$ cat config.mk
export PLATFORM = sky130hd
export DESIGN_NAME = bcd_selfcheck_unit
export DESIGN_NICKNAME = d
export VERILOG_FILES = /design/src/rtl/bcd_pkg.sv /design/src/rtl/bcd_digit_add.sv /design/src/rtl/bcd_ripple.sv /design/src/rtl/bcd_par_chk.sv /design/src/rtl/bcd_selfcheck_unit.sv
export SDC_FILE = /design/constraint.sdc
export NUM_CORES = 1
export LEC_CHECK = 0
export BUFFER_PORTS_ARGS = -buffer_cell sky130_fd_sc_hd__buf_2
export CAP_MARGIN = 20
export CORE_ASPECT_RATIO = 0.7
export CORE_MARGIN = 8
export CORE_UTILIZATION = 25
export CTS_BUF_LIST = sky130_fd_sc_hd__clkbuf_4 sky130_fd_sc_hd__clkbuf_8
export CTS_CLUSTER_DIAMETER = 30
export CTS_CLUSTER_SIZE = 12
export DETAILED_ROUTE_END_ITERATION = 10
export SLEW_MARGIN = 20
export SYNTH_ARGS = -nofsm -noshare
export SYNTH_HDL_FRONTEND = slang
export SYNTH_SLANG_ARGS = --single-unit
$ cat constraint.sdc
create_clock -name clk -period 18.4 [get_ports clk]
set_input_delay 1.84 -clock clk [delete_from_list [all_inputs] [get_ports clk]]
set_output_delay 1.84 -clock clk [all_outputs]
set_load 0.02 [all_outputs]
$ cat src/rtl/bcd_pkg.sv
package bcd_pkg;
  typedef enum logic [2:0] {
    ST_IDLE, ST_COMPUTE, ST_STORE, ST_READBACK, ST_VERIFY, ST_DONE, ST_ERROR
  } seq_state_t;

  localparam logic [1:0] ERR_NONE = 2'b00;
  localparam logic [1:0] ERR_PAR  = 2'b01;
  localparam logic [1:0] ERR_INV  = 2'b10;
  localparam logic [1:0] ERR_WR   = 2'b11;

  function automatic logic digit_parity(input logic [3:0] d);
    return ^d;
  endfunction
endpackage

$ cat src/rtl/bcd_digit_add.sv
module bcd_digit_add (
  input  logic [3:0] a,
  input  logic [3:0] b,
  input  logic       cin,
  output logic [3:0] sum,
  output logic       cout
);
  logic [4:0] raw;
  logic [4:0] fixed;

  always_comb begin
    raw   = {1'b0, a} + {1'b0, b} + {4'd0, cin};
    fixed = raw + 5'd6;
    if (raw > 5'd9) begin
      sum  = fixed[3:0];
      cout = 1'b1;
    end else begin
      sum  = raw[3:0];
      cout = 1'b0;
    end
  end

  // decimal inputs always give a decimal digit
  always_comb begin
    if (a <= 4'd9 && b <= 4'd9)
      p_digit_decimal_r3: assert (sum <= 4'd9);
  end
endmodule

$ cat src/rtl/bcd_ripple.sv
module bcd_ripple #(
  parameter int NDIG = 8,
  localparam int W = 4 * NDIG
) (
  input  logic [W-1:0] a,
  input  logic [W-1:0] b,
  input  logic         sub,
  output logic [W-1:0] sum,
  output logic         cout
);
  logic [NDIG:0] c;
  assign c[0] = sub;

  for (genvar i = 0; i < NDIG; i++) begin : g_dig
    logic [3:0] b_eff;
    assign b_eff = sub ? (4'd9 - b[i*4 +: 4]) : b[i*4 +: 4];
    bcd_digit_add u_dig (
      .a   (a[i*4 +: 4]),
      .b   (b_eff),
      .cin (c[i]),
      .sum (sum[i*4 +: 4]),
      .cout(c[i+1])
    );
  end

  assign cout = c[NDIG];
endmodule

$ cat src/rtl/bcd_par_chk.sv
module bcd_par_chk #(
  parameter int NDIG = 8,
  localparam int W = 4 * NDIG
) (
  input  logic [W-1:0]    dig,
  input  logic [NDIG-1:0] par,
  output logic            bad
);
  logic [NDIG-1:0] odd;
  for (genvar i = 0; i < NDIG; i++) begin : g_chk
    assign odd[i] = ^{par[i], dig[i*4 +: 4]};
  end
  assign bad = |odd;
endmodule

$ cat src/rtl/bcd_selfcheck_unit.sv
module bcd_selfcheck_unit
  import bcd_pkg::*;
#(
  parameter int NDIG = 8,
  localparam int W = 4 * NDIG
) (
  input  logic            clk,
  input  logic            rst,
  input  logic            start,
  input  logic [1:0]      op,
  input  logic [W-1:0]    a_dig,
  input  logic [NDIG-1:0] a_par,
  input  logic [W-1:0]    b_dig,
  input  logic [NDIG-1:0] b_par,
  output logic [W-1:0]    res_dig,
  output logic [NDIG-1:0] res_par,
  output logic            res_carry,
  output logic            busy,
  output logic            done,
  output logic            err,
  output logic [1:0]      err_code
);
  seq_state_t st;

  logic [W-1:0]    a_q, b_q;
  logic [NDIG-1:0] ap_q, bp_q;
  logic            sub_q, wr_q;
  logic            pfault_q;
  logic [W-1:0]    res_q;
  logic [NDIG-1:0] rpar_q;
  logic            carry_q;
  logic [W-1:0]    store_dig_q, rb_dig_q;
  logic [NDIG-1:0] store_par_q, rb_par_q;
  logic [1:0]      code_q;
  logic            done_q;

  logic [W-1:0]    fwd_sum, inv_sum;
  logic            fwd_cout, inv_cout;
  logic            bad_a, bad_b, bad_rb;
  logic [W-1:0]    next_res;
  logic            next_carry;
  logic [NDIG-1:0] next_par;
  logic            mismatch;

  bcd_ripple #(.NDIG(NDIG)) u_fwd (
    .a(a_q), .b(b_q), .sub(sub_q), .sum(fwd_sum), .cout(fwd_cout)
  );

  bcd_ripple #(.NDIG(NDIG)) u_inv (
    .a(rb_dig_q), .b(b_q), .sub(~sub_q), .sum(inv_sum), .cout(inv_cout)
  );

  bcd_par_chk #(.NDIG(NDIG)) u_chk_a  (.dig(a_q),      .par(ap_q),     .bad(bad_a));
  bcd_par_chk #(.NDIG(NDIG)) u_chk_b  (.dig(b_q),      .par(bp_q),     .bad(bad_b));
  bcd_par_chk #(.NDIG(NDIG)) u_chk_rb (.dig(rb_dig_q), .par(rb_par_q), .bad(bad_rb));

  always_comb begin
    if (wr_q) begin
      next_res   = a_q;
      next_carry = 1'b0;
    end else begin
      next_res   = fwd_sum;
      next_carry = sub_q ? ~fwd_cout : fwd_cout;
    end
    for (int i = 0; i < NDIG; i++)
      next_par[i] = digit_parity(next_res[i*4 +: 4]);
    mismatch = wr_q ? (rb_dig_q != b_q) : (inv_sum != a_q);
  end

  always_ff @(posedge clk) begin
    if (rst) begin
      st          <= ST_IDLE;
      a_q         <= '0;
      b_q         <= '0;
      ap_q        <= '0;
      bp_q        <= '0;
      sub_q       <= 1'b0;
      wr_q        <= 1'b0;
      pfault_q    <= 1'b0;
      res_q       <= '0;
      rpar_q      <= '0;
      carry_q     <= 1'b0;
      store_dig_q <= '0;
      store_par_q <= '0;
      rb_dig_q    <= '0;
      rb_par_q    <= '0;
      code_q      <= ERR_NONE;
      done_q      <= 1'b0;
    end else begin
      case (st)
        ST_IDLE: begin
          if (start) begin
            a_q    <= a_dig;
            b_q    <= b_dig;
            ap_q   <= a_par;
            bp_q   <= b_par;
            sub_q  <= (op == 2'b01);
            wr_q   <= op[1];
            code_q <= ERR_NONE;
            st     <= ST_COMPUTE;
          end
        end
        ST_COMPUTE: begin
          res_q    <= next_res;
          carry_q  <= next_carry;
          rpar_q   <= next_par;
          pfault_q <= bad_a | bad_b;
          st       <= ST_STORE;
        end
        ST_STORE: begin
          store_dig_q <= res_q;
          store_par_q <= rpar_q;
          st          <= ST_READBACK;
        end
        ST_READBACK: begin
          rb_dig_q <= store_dig_q;
          rb_par_q <= store_par_q;
          st       <= ST_VERIFY;
        end
        ST_VERIFY: begin
          done_q <= 1'b1;
          if (pfault_q || bad_rb) begin
            code_q <= ERR_PAR;
            st     <= ST_ERROR;
          end else if (mismatch) begin
            code_q <= wr_q ? ERR_WR : ERR_INV;
            st     <= ST_ERROR;
          end else begin
            st <= ST_DONE;
          end
        end
        default: begin
          done_q <= 1'b0;
          st     <= ST_IDLE;
        end
      endcase
    end
  end

  assign res_dig   = res_q;
  assign res_par   = rpar_q;
  assign res_carry = carry_q;
  assign busy      = (st != ST_IDLE);
  assign done      = done_q;
  assign err_code  = code_q;
  assign err       = (code_q != ERR_NONE);

  // an accepted start makes the unit busy without completing at once
  p_start_busy_r8: assert property (@(posedge clk) disable iff (rst)
    (st == ST_IDLE && start) |=> (busy && !done));

  // completion is a single-cycle pulse
  p_done_pulse_r8: assert property (@(posedge clk) disable iff (rst)
    done |=> !done);

  // captured operands never change while an operation runs
  p_ignore_start_r9: assert property (@(posedge clk) disable iff (rst)
    busy |=> ($stable(a_q) && $stable(b_q)));

  // results and code hold while idle without a start
  p_hold_r10: assert property (@(posedge clk) disable iff (rst)
    (!busy && !start) |=> ($stable(res_q) && $stable(code_q) && $stable(carry_q)));

  // an input parity fault always ends with the parity code
  p_parity_code_r5: assert property (@(posedge clk) disable iff (rst)
    (st == ST_VERIFY && pfault_q) |=> (err_code == ERR_PAR && done));

  // the stored copy read back carries the generated even parity
  p_readback_par_r4: assert property (@(posedge clk) disable iff (rst)
    (st == ST_VERIFY) |-> !bad_rb);
endmodule

# Word level (Yosys, flattened, before mapping)
# Cells that the tools add are included.
# W data, S select, Z words.
# totals
register_bits	210
in_bits	85
output_inout_bits	46
# classes
add_sub_neg	56
magnitude_cmp	16
eq_ne	9
n_mux	61
bitwise_logic	3
n_reduce_logical	43
# ops
operator	n
$mux W4	32
$reduce_xor A5 Y1	24
$add A4 B4 Y5	16
$add A5 B1 Y5	16
$gt A5 B4 Y1 const B	16
$add A4 B3 Y4 const B	16
$ne A32 B32 Y1	2
$mux W32	1
$reduce_xor A4 Y1	8
$sub A4 B4 Y4 const A	8
$reduce_or A8 Y1	3
$mux W1	19
$pmux W3 S5	1
$mux W2	5
$eq A3 B2 Y1 const B	2
$pmux W2 S2	1
$reduce_bool A2 Y1	2
$reduce_or A4 Y1	1
$eq A3 B1 Y1 const B	1
$eq A3 B3 Y1 const B	1
$logic_not A3 Y1	1
$mux W3	1
$ne A3 B3 Y1 const B	1
$reduce_and A3 Y1	1
8 further kinds	9

# Depth between registers and ports, before layout
# Gate-level depths: netlist (run 1).
# depth
ltp_word	32
depth_mapped	78
mapped_depth_nobuf	78

# By module
# From an unflattened synthesis (run 1), not the netlist that was laid out.
# unflattened
cells_unflattened	1658
area_unflattened_um2	14182.4
# by_module_without_submodules
module	n_inst	cells_each	area_each_um2
bcd_selfcheck_unit	1	1085	8918.6
bcd_digit_add	16	22	211.5
bcd_par_chk	3	29	346.6
bcd_ripple	2	67	420.4

# Worst setup path after synthesis (run 1)
# OpenSTA, ideal clock, no wires.
# synth_timing
path_type	flip-flop to flip-flop
startpoint	register b_q[1]
endpoint	register st[1]
setup_ns	0.127
arrival_ns	15.906
required_ns	18.273
slack_ns	2.367
path_stages_with_launch	68
period_less_slack_ns	16.033
cell_sequence	dfxtp_1 inv_1 ha_1 mux2_2 ha_1 xor2_1 ha_1 nand2_1 a21oi_1 a21o_1 inv_1 fa_1 fa_1 xnor2_1 inv_1 ha_1 a22oi_1 a31oi_2 [... 32 more ...] xor2_1 ha_1 inv_1 o21ai_0 a41oi_4 fa_1 fa_1 xor2_1 ha_1 nand2b_1 a22o_1 o311ai_1 xnor2_1 nor3_1 nand4_1 nor4_4 a211oi_1 or3_1
# synth_between
elab_chain_len	32
word_cells_on_any_way	48
classes_between	add/sub: 18; order compare: 8; eq/ne: 2; mux: 20
# synth_lines
element	line	rtl
from (decl)	bcd_selfcheck_unit.sv:25	logic [W-1:0] a_q, b_q;
from (signal assigned)	bcd_selfcheck_unit.sv:94	b_q <= b_dig;
$sub A4 B4 Y4	bcd_ripple.sv:16	assign b_eff = sub ? (4'd9 - b[i*4 +: 4]) : b[i*4 +: 4];
$mux W4	bcd_ripple.sv:16	
$add A4 B4 Y5	bcd_digit_add.sv:12	raw = {1'b0, a} + {1'b0, b} + {4'd0, cin};
$add A5 B1 Y5	bcd_digit_add.sv:12	
$gt A5 B4 Y1	bcd_digit_add.sv:14	if (raw > 5'd9) begin
$mux W1	bcd_digit_add.sv:14	
$add A5 B1 Y5	bcd_digit_add.sv:12	
$gt A5 B4 Y1	bcd_digit_add.sv:14	
[... 16 more ...]	-	
$add A5 B1 Y5	bcd_digit_add.sv:12	
$add A4 B3 Y4 or $gt A5 B4 Y1 (tied branches)	bcd_digit_add.sv:13, bcd_digit_add.sv:14	
$mux W4	bcd_digit_add.sv:14	
$ne A32 B32 Y1	bcd_selfcheck_unit.sv:67	mismatch = wr_q ? (rb_dig_q != b_q) : (inv_sum != a_q);
$mux W1 *	bcd_selfcheck_unit.sv:67	
$mux W2 *	bcd_selfcheck_unit.sv:125	end else if (mismatch) begin
$mux W2 *	bcd_selfcheck_unit.sv:122	if (pfault_q || bad_rb) begin
$pmux W3 S5 *	bcd_selfcheck_unit.sv:90	case (st)
to (signal assigned)	bcd_selfcheck_unit.sv:124	st <= ST_ERROR;
to (signal assigned)	bcd_selfcheck_unit.sv:127	st <= ST_ERROR;
to (signal assigned)	bcd_selfcheck_unit.sv:129	st <= ST_DONE;
to (decl)	bcd_selfcheck_unit.sv:23	seq_state_t st;
# Mark *: on every way between the ends. The rest lies on a longest branch, timed or not.
# A chain may end at the register's enable or synchronous reset.

# Final worst setup path (run 1)
# Ends and elaborated chain as after synthesis.

==> impl_metrics.env, run 1 <==
export IMPL_cp_common_cell="fa_1"
export IMPL_busiest_layer="met2"
export IMPL_finalHoldViolations=0
export IMPL_ctsResizeCount=0
export IMPL_ir_worst_vdd_uv=59.1
export IMPL_synthMuxAreaShare_pct=3.64
export IMPL_power_leakage_nw=6.75
export IMPL_cts_sinks=210
export IMPL_drive_gt1_share_pct=13.1
export IMPL_grt_pass1_wl_mm=73.1
export IMPL_max_cap_violations=0
export IMPL_fin_crit_sh_pct=93.7
export IMPL_power_mw=2.03
export IMPL_hpwl_mm=37.4
export IMPL_fin_setup_tns_ps=0
export IMPL_fmax_mhz=58.0
export IMPL_port_buffers=130
export IMPL_worst_pin_slew_ps=1200
export IMPL_clock_skew_ps=16.5
export IMPL_nFillCells=6067
export IMPL_wl_per_cell_um=18.0
export IMPL_vias=12800
export IMPL_startpoint_type="flop"
export IMPL_gp_congestion=0.931
export IMPL_synth_adder_area_share_pct=11.9
export IMPL_ys_ff_latch=210
export IMPL_power_density_nw_per_um2=123
export IMPL_floorplan_initialDensity_pct=25.3
export IMPL_routed_wl_mm=47.8
export IMPL_syn_nets=2004
export IMPL_die_area_um2=65400
export IMPL_cp_slowest_cell="fa_1"
export IMPL_yosysUniqueCellTypes=83
export IMPL_drc=0
export IMPL_viasPerCell=4.82
export IMPL_avgSynthCellArea_um2=7.97
export IMPL_grtUsageMet2_pct=21.7
export IMPL_finalMaxSlewViolations=0
export IMPL_cts_htree_levels=2
export IMPL_hold_buffers=0
export IMPL_synth_main_ff_cell="dfxtp_1"
export IMPL_fin_crit_ps=17240
export IMPL_path_class="flop to flop"
export IMPL_layout_cells_non_filler=2652
export IMPL_use_met3_pct=2.33
export IMPL_cts_max_path_buffers=3
export IMPL_met1_usage_pct=20.6
export IMPL_synth_top_family_by_area="simple AND/OR/NAND/NOR gates"
export IMPL_setup_slack_ps=1160
export IMPL_track_usage_pct=14.1
export IMPL_ant_nets=0
export IMPL_run_status="completed"
export IMPL_cts_setup_buffers=0
export IMPL_nets=2080
export IMPL_dp_slack_ps=564
export IMPL_final_common_cell="nand2_1"
export IMPL_netlist_area_um2=14300
export IMPL_worst_ep_required_time_ps=18830
export IMPL_dieWidth_um=302
export IMPL_cp_end_kind="flop"
export IMPL_cts_tree="done"
export IMPL_crit_arrival_ps=17670
export IMPL_antenna_found_initial=1
export IMPL_overflow=0
export IMPL_timing_critical_path_slowest_cell_delay_ps=490
export IMPL_cts_root_buf="clkbuf_8"
export IMPL_ys_warn_count=0
export IMPL_synth_enable_flop_cells=0
export IMPL_first_pass_iters=7
export IMPL_synthSimpleGateAreaFrac_pct=20.5
export IMPL_seq_area_frac_synth_pct=29.3
export IMPL_grt_pass1_vias=12300
export IMPL_synthXorXnorAreaFrac_pct=14.2
export IMPL_slew_headroom_pct=19.0
export IMPL_synth_compound_area_share_pct=15.6
export IMPL_grt_max_degree=111
export IMPL_place_inst=2591
export IMPL_setup_viol=0
export IMPL_rsz0062_at_grt="false"
export IMPL_cts_buffers=34
export IMPL_area_delta_synth_final_pct=14.7
export IMPL_synthCells=1801
export IMPL_clkTransAtPathRegs_ps=80
export IMPL_clk_latency_ps=560
export IMPL_die_h_um=216
export IMPL_synthArstFlopShare_pct=0
export IMPL_hold_path_class="flop to flop"
export IMPL_critPathMaxFanout=6
export IMPL_drtIter0Drc=1000
export IMPL_coreArea_um2=56700
export IMPL_final_cell_mix="nand2_1 (391), a21oi_1 (211), dfxtp_1 (208)"
export IMPL_rows=73
export IMPL_top_level_ports=131
power breakdown:
| group | switching, mW | internal [mW] |
|---|---|---|
| registers | 0.0500 | 0.487 |
| clock network | 0.211 | 0.242 |
| logic | 0.612 | 0.424 |
| total | 0.873 | 1.15 |
kinds of logic after synthesis:
family                   count (synthesis)
buffers and inverters                  185
multiplexers                            51
adder cells (fa/ha/maj)                118
XOR/XNOR                               230
flip-flops                             210
AO/OA/AOI/OAI                          360
AND/OR/NAND/NOR                        647
worst max-delay path: cells and delay by family (launching register included):
kind,cells,cell delay [ps]
AOI/OAI and AO/OA,16,3490
xor gates and xnor gates,9,2110
adders and majority gates,24,8630
buffers and inverters,8,750
DFF,1,410
muxes,1,270
and+or+nand+nor,9,1420
through the flow:
step           hold slack, ps  utilization, %  instance area [um2]
6_report                  440            29.0                16500
2_1_floorplan             432               -                14300
3_3_place_gp              442            27.6                15700
4_1_cts                   438            28.9                16400
5_1_grt                   463            29.0                16500
3_5_place_dp              448            27.6                15700
registers in the layout, summed over array words and instances, names as in the netlist, 2 cells and up:
signal	cells
bp_q	8
ap_q	8
st	3
res_dig	32
rb_par_q	8
b_q	32
rb_dig_q	32
store_dig_q	32
err_code	2
store_par_q	8
res_par	8
a_q	32
cells in the mapped netlist (10+ instances only):
| master | instances | area (um2) |
|---|---|---|
| nor3_1 | 11 | 55.1 |
| nand3_1 | 23 | 115 |
| o311ai_0 | 10 | 87.6 |
| nor4_1 | 10 | 62.6 |
| nor2b_1 | 17 | 106 |
| mux2i_1 | 42 | 420 |
| nand4_1 | 14 | 87.6 |
| nand3b_1 | 13 | 97.6 |
| inv_1 | 83 | 312 |
| a21oi_1 | 211 | 1060 |
| a21o_1 | 16 | 120 |
| or3_1 | 10 | 62.6 |
| xor2_1 | 96 | 841 |
| dfxtp_1 | 210 | 4200 |
| nand2_1 | 392 | 1470 |
| xnor2_1 | 132 | 1160 |
| nor2_1 | 82 | 308 |
| fa_1 | 30 | 601 |
| clkbuf_1 | 92 | 345 |
| nand2b_1 | 19 | 119 |
| o21ai_0 | 34 | 170 |
| ha_1 | 88 | 1100 |
| a211oi_1 | 13 | 97.6 |
layer usage:
layer | vias up | share of wire (%)
met4 | 0 | 1.7
met3 | 55 | 6.0
met1 | 6169 | 49
met2 | 352 | 44
met5 | - | 0
li1 | 6219 | -
final timing paths:
path / cells after the start / end / slack (ps) / from
setup / recovery: 67 / st[1] / 1160 / b_q[1]
hold / removal: 2 / rb_dig_q[14] / 440 / store_dig_q[14]
setup reg to reg: 67 / st[1] / 1160 / b_q[1]
hold reg to reg: 2 / rb_dig_q[14] / 440 / store_dig_q[14]
layout make-up:
class / count / area (um2) / area share, %
flip-flops and latches: 210 / 4210 / 25.6
multi-input cells: 1406 / 9500 / 57.7
diodes: 1 / 2.50 / 0.0152
inverters: 84 / 315 / 1.92
well taps: 750 / 938 / 5.70
clock buffers: 44 / 581 / 3.53
clock inverters: 16 / 170 / 1.03
repair buffers: 141 / 743 / 4.52
No activity file was read; power rests on OpenSTA's default activity.
==> run 2: changes to the inputs <==
Settings changed: SYNTH_HIERARCHICAL set to 1.
==> run 2 against run 1 <==
  * First-iteration DRC count down 0.60%
  * Global-route usage down 0.51 points
  * Wire length down 4.8%
  * Total power down 7.4%
  * Critical path type unchanged
  * Clock power up 20%
  * Sequential share of layout area up 0.10 points
  * Clock skew up 22 ps
  * Highest routed layer unchanged
  * Critical path depth down 10
  * Via count down 4.9%
  * Synthesized cell count down 7.9%
  * Area after synthesis down 1.2%
==> impl_metrics.env, run 2 <==
export IMPL_run_status="completed"
export IMPL_drc=0
export IMPL_cts_max_path_buffers=3
export IMPL_first_pass_iters=5
export IMPL_fin_hold_ws_ps=447
export IMPL_synth_main_ff_cell="dfxtp_1"
export IMPL_cp_end_kind="flop"
export IMPL_dieWidth_um=301
export IMPL_rows=73
export IMPL_avgSynthCellArea_um2=8.55
export IMPL_fin_setup_tns_ps=0
export IMPL_floorplan_initialDensity_pct=25.1
export IMPL_r2r_start="sub_q"
export IMPL_finalHoldViolations=0
export IMPL_cp_slowest_cell="inv_1"
export IMPL_fin_crit_sh_pct=88.6
export IMPL_cp_endpoint="err_code[0]"
export IMPL_wl_met1_mm=22.8
export IMPL_cts_tree="done"
export IMPL_grt_pass1_vias=12000
export IMPL_netlist_area_um2=14200
export IMPL_die_h_um=215
export IMPL_worst_pin_slew_ps=1030
export IMPL_ys_ff_latch=210
export IMPL_cts_buffers=43
export IMPL_power_leakage_nw=6.34
export IMPL_rrSetupSlack_ps=2100
export IMPL_viasPerCell=4.78
export IMPL_fin_crit_ps=16300
export IMPL_track_usage_pct=13.6
export IMPL_coreArea_um2=56400
export IMPL_gp_congestion=0.887
export IMPL_yosysUniqueCellTypes=43
export IMPL_clock_skew_ps=38.2
export IMPL_hpwl_mm=34.5
export IMPL_synth_area_leaders="dfxtp_1 (30%), xnor2_1 (10%), nand2_1 (9.6%), a21oi_1 (8.1%), ha_1 (7.1%)"
export IMPL_cts_setup_buffers=0
export IMPL_cts_sinks=210
export IMPL_startpoint_type="flop"
export IMPL_drtIter0Drc=994
export IMPL_power_density_nw_per_um2=115
export IMPL_syn_nets=1855
export IMPL_synthCells=1658
export IMPL_ys_warn_count=6
export IMPL_wl_met2_mm=18.5
export IMPL_critPathMaxFanout=22
export IMPL_finalMaxSlewViolations=0
export IMPL_routed_wl_mm=45.5
export IMPL_synth_enable_flop_cells=0
export IMPL_synth_common_cells="nand2_1 (362), a21oi_1 (229), dfxtp_1 (210)"
export IMPL_overflow=0
export IMPL_synthArstFlopShare_pct=0
export IMPL_slew_headroom_pct=30.8
export IMPL_grt_pass1_wl_mm=70.1
export IMPL_wl_met3_mm=3.50
export IMPL_yosysTopAreaCell="dfxtp_1"
export IMPL_clk_latency_ps=590
export IMPL_drive_gt1_share_pct=15.4
export IMPL_max_cap_violations=0
export IMPL_area_delta_synth_final_pct=15.6
export IMPL_ant_nets=0
export IMPL_reg2reg_depth=57
export IMPL_rsz0062_at_grt="false"
export IMPL_vias=12200
export IMPL_whs_path_depth=2
export IMPL_fmax_mhz=61.3
export IMPL_worst_ep_required_time_ps=18910
export IMPL_critPathLaunch="sub_q"
export IMPL_wl_per_cell_um=17.9
export IMPL_final_common_cell="nand2_1"
export IMPL_cp_common_cell="fa_1"
export IMPL_r2r_end="err_code[0]"
export IMPL_seq_area_frac_synth_pct=29.6
export IMPL_port_buffers=130
export IMPL_ctsResizeCount=0
export IMPL_cts_htree_levels=2
export IMPL_setup_viol=0
export IMPL_clkTransAtPathRegs_ps=70
export IMPL_antenna_found_initial=1
export IMPL_grt_max_degree=109
export IMPL_nets=1956
export IMPL_die_area_um2=64700
export IMPL_final_cell_mix="nand2_1 (360), a21oi_1 (229), dfxtp_1 (209)"
export IMPL_ir_worst_vdd_uv=51.0
export IMPL_highest_layer="met4"
export IMPL_synth_most_common_cell="nand2_1"
export IMPL_top_level_ports=131
export IMPL_cts_root_buf="clkbuf_8"
export IMPL_crit_arrival_ps=16810
export IMPL_hold_buffers=0
export IMPL_path_class="flop to flop"
export IMPL_timing_critical_path_slowest_cell_delay_ps=560
export IMPL_hold_path_class="flop to flop"
export IMPL_yosys_area_top_type_share_pct=29.6
==> run 2: layout make-up <==
cell class	instances	area, um2
diodes	1	2.50
clock buffers	49	668
clock inverters	30	304
fillers	6076	40100
inverters	66	248
multi-input cells	1299	9290
flip-flops and latches	210	4210
well taps	750	938
repair buffers	139	728
==> run 2: how the worst min path moves through the flow <==
stage	from	end	slack (ps)
floorplan	store_par_q[0]	rb_par_q[0]	430
global placement	store_par_q[7]	rb_par_q[7]	440
detailed placement	store_dig_q[28]	rb_dig_q[28]	450
CTS	store_dig_q[23]	rb_dig_q[23]	440
global route	store_dig_q[6]	rb_dig_q[6]	460
finish	store_dig_q[6]	rb_dig_q[6]	450
==> run 2: kinds of logic (layout without fill, tap and decap cells) <==
group / after synthesis / count (layout) / share of synthesized area, %
flip-flops: 210 / 210 / 29.6
other: 0 / 1 / 0
buffers and inverters: 149 / 284 / 4.93
XOR/XNOR: 248 / 248 / 17.5
AO/OA/AOI/OAI: 368 / 368 / 17.3
AND/OR/NAND/NOR: 520 / 520 / 15.4
adder cells (fa/ha/maj): 112 / 112 / 11.6
multiplexers: 51 / 51 / 3.60
==> run 2: through the flow <==
| stage | area (um2) | setup WS (ps) | util (%) | total power [mW] | instances |
|---|---|---|---|---|---|
| final | 16400 | 2100 | 29.0 | 1.88 | 2544 |
| after global routing | 16400 | 1180 | 29.0 | 1.99 | 2544 |
| after CTS | 16400 | 2330 | 29.0 | 1.89 | 2543 |
| after detailed placement | 15400 | 2430 | 27.3 | 1.33 | 2464 |
| after global placement | 15400 | 3360 | 27.3 | 1.31 | 2464 |
| after floorplan | 14200 | 4100 | - | 1.14 | 1658 |
==> run 2: where the power goes <==
| group | switching (mW) | internal, mW |
|---|---|---|
| Sequential | 0.0606 | 0.490 |
| Clock | 0.247 | 0.298 |
| Combinational | 0.446 | 0.337 |
| Total | 0.753 | 1.12 |
==> run 2: worst max-delay path, delay by kind of cell (launching register included) <==
family                   cells  cell delay [ps]
AO/OA/AOI/OAI               16             2660
XOR/XNOR                    10             2500
adder cells (fa/ha/maj)     24             8970
AND/OR/NAND/NOR              4              720
flip-flops                   1              310
buffers and inverters        1              560
multiplexers                 2              500
==> run 2: per-layer routing <==
layer	track usage, %	vias to the layer above
met5	0	-
li1	-	5846
met2	19.6	452
met4	2.95	0
met1	20.4	5811
met3	2.97	53
==> run 3: changes to the inputs <==
Settings changed: CORE_MARGIN 8 to 1.5.
Clock period 18.4 ns to 19.3 ns, I/O delays scaled along.
==> run 3 against run 2 <==
  * Critical path depth is 1 higher
  * Wire length fell by 1.8%
  * Clock skew down 3.6 ps
  * Total power down 4.5%
  * Sequential power shrank 4.7%
  * Critical endpoint is now err_code[1]
  * First-iteration DRC count is 6.8% higher
  * Sequential share of layout area barely moved
  * Combinational power fell by 4.2%
  * Core utilization grew 0.37 points
  * Cell area shrank 0.11%
  * Cell count down 0.39%
==> impl_metrics.env, run 3 (synthesis gave the netlist of run 2 again) <==
export IMPL_wl_met1_mm=22.8
export IMPL_port_buffers=130
export IMPL_rrSetupSlack_ps=3420
export IMPL_wl_per_cell_um=17.6
export IMPL_power_leakage_nw=6.38
export IMPL_vias=12000
export IMPL_cp_common_cell="fa_1"
export IMPL_antenna_found_initial=1
export IMPL_fmax_mhz=63.0
export IMPL_rsz0062_at_grt="false"
export IMPL_viasPerCell=4.74
export IMPL_cts_sinks=210
export IMPL_run_status="completed"
export IMPL_critPathMaxFanout=33
export IMPL_clkTransAtPathRegs_ps=70
export IMPL_clock_skew_ps=34.5
export IMPL_slew_headroom_pct=31.6
export IMPL_crit_arrival_ps=16380
export IMPL_first_pass_iters=5
export IMPL_hold_buffers=0
export IMPL_grt_max_degree=121
export IMPL_cts_root_buf="clkbuf_8"
export IMPL_cts_htree_levels=2
export IMPL_nFillCells=5983
export IMPL_highest_layer="met4"
export IMPL_fin_setup_tns_ps=0
export IMPL_cts_tree="done"
export IMPL_cp_end_kind="flop"
export IMPL_setup_viol=0
export IMPL_die_area_um2=58200
export IMPL_rows=72
export IMPL_drc=0
export IMPL_cts_max_path_buffers=3
export IMPL_drive_gt1_share_pct=15.4
export IMPL_power_density_nw_per_um2=109
export IMPL_hpwl_mm=33.9
export IMPL_startpoint_type="flop"
export IMPL_die_h_um=202
export IMPL_finalMaxSlewViolations=0
export IMPL_finalHoldViolations=0
export IMPL_coreArea_um2=55700
export IMPL_final_cell_mix="nand2_1 (360), a21oi_1 (229), dfxtp_1 (209)"
export IMPL_fin_crit_ps=15880
export IMPL_multi_input_area_um2=9290
export IMPL_max_cap_violations=0
export IMPL_routed_wl_mm=44.7
export IMPL_drtIter0Drc=1062
export IMPL_wl_met2_mm=17.4
export IMPL_wl_met3_mm=3.52
export IMPL_worst_pin_slew_ps=1030
export IMPL_overflow=0
export IMPL_dpl_cell_area_um2=15400
export IMPL_top_level_ports=131
export IMPL_grt_pass1_wl_mm=68.3
export IMPL_grt_pass1_vias=11600
export IMPL_gp_congestion=0.884
export IMPL_cts_setup_buffers=0
export IMPL_ant_nets=0
export IMPL_timing_critical_path_slowest_cell_delay_ps=480
export IMPL_track_usage_pct=15.2
export IMPL_final_common_cell="nand2_1"
export IMPL_cts_buffers=43
export IMPL_floorplan_initialDensity_pct=25.5
export IMPL_nets=1958
export IMPL_design_area_um2=16400
export IMPL_ir_worst_vdd_uv=41.6
export IMPL_clk_latency_ps=580
export IMPL_regArea_um2=4210
export IMPL_path_class="flop to flop"
export IMPL_fin_crit_sh_pct=82.3
export IMPL_worst_ep_required_time_ps=19800
export IMPL_cp_slowest_cell="a2111oi_0"
export IMPL_hold_path_class="flop to flop"
export IMPL_fin_hold_ws_ps=448
export IMPL_area_delta_synth_final_pct=15.4
export IMPL_dieWidth_um=288
export IMPL_ctsResizeCount=0
run 3: changes by cell type in the layout (fill, tap and decap cells not counted), moves of 2 or more:
| cell | change |
|---|---|
| clkinv_2 | +5 |
| clkbuf_4 | +2 |
| clkinv_4 | +2 |
| inv_6 | -4 |
| clkinvlp_4 | -9 |
| buf_4 | +3 |
run 3: routing by layer:
layer | vias up | global-route usage, %
li1 | 5841 | -
met4 | 0 | 3.96
met1 | 5697 | 22.9
met2 | 398 | 20.9
met3 | 68 | 3.88
met5 | - | 0
run 3: cell type report:
| cell class | instances | area share [%] |
|---|---|---|
| antenna | 2 | 0.0306 |
| clock inverter | 24 | 1.57 |
| inverter | 66 | 1.51 |
| tap | 740 | 5.66 |
| multi-input combinational | 1299 | 56.8 |
| timing repair buffer | 141 | 4.52 |
| sequential | 210 | 25.7 |
| clock buffer | 52 | 4.26 |
run 3: final timing paths:
| kind | start | endpoint | cells after the start |
|---|---|---|---|
| max | sub_q | err_code[1] | 58 |
| min | res_par[4] | store_par_q[4] | 2 |
| max reg2reg | sub_q | err_code[1] | 58 |
| min reg2reg | res_par[4] | store_par_q[4] | 2 |
run 3: where the power goes:
part,internal (mW),switching [mW],leakage [nW]
Combinational,0.321,0.429,4.17
Clock,0.298,0.221,0.493
Sequential,0.467,0.0569,1.71
Total,1.09,0.707,6.38
run 3: through the flow:
stage / utilization [%] / power (mW) / cells / worst slack (ps)
floorplan: - / 1.09 / 1658 / 5000
global placement: 27.7 / 1.26 / 2456 / 4350
detailed placement: 27.7 / 1.28 / 2456 / 3670
CTS: 29.4 / 1.80 / 2532 / 3580
global route: 29.4 / 1.91 / 2533 / 2440
finish: 29.4 / 1.79 / 2534 / 3420
run 3: worst max-delay path, delay by kind of cell (launching register included):
family / cells / cell delay [ps]
buffers and inverters: 2 / 410
XOR/XNOR: 10 / 2450
multiplexers: 1 / 190
flip-flops: 1 / 310
AO/OA/AOI/OAI: 16 / 2750
AND/OR/NAND/NOR: 5 / 800
adder cells (fa/ha/maj): 24 / 8860
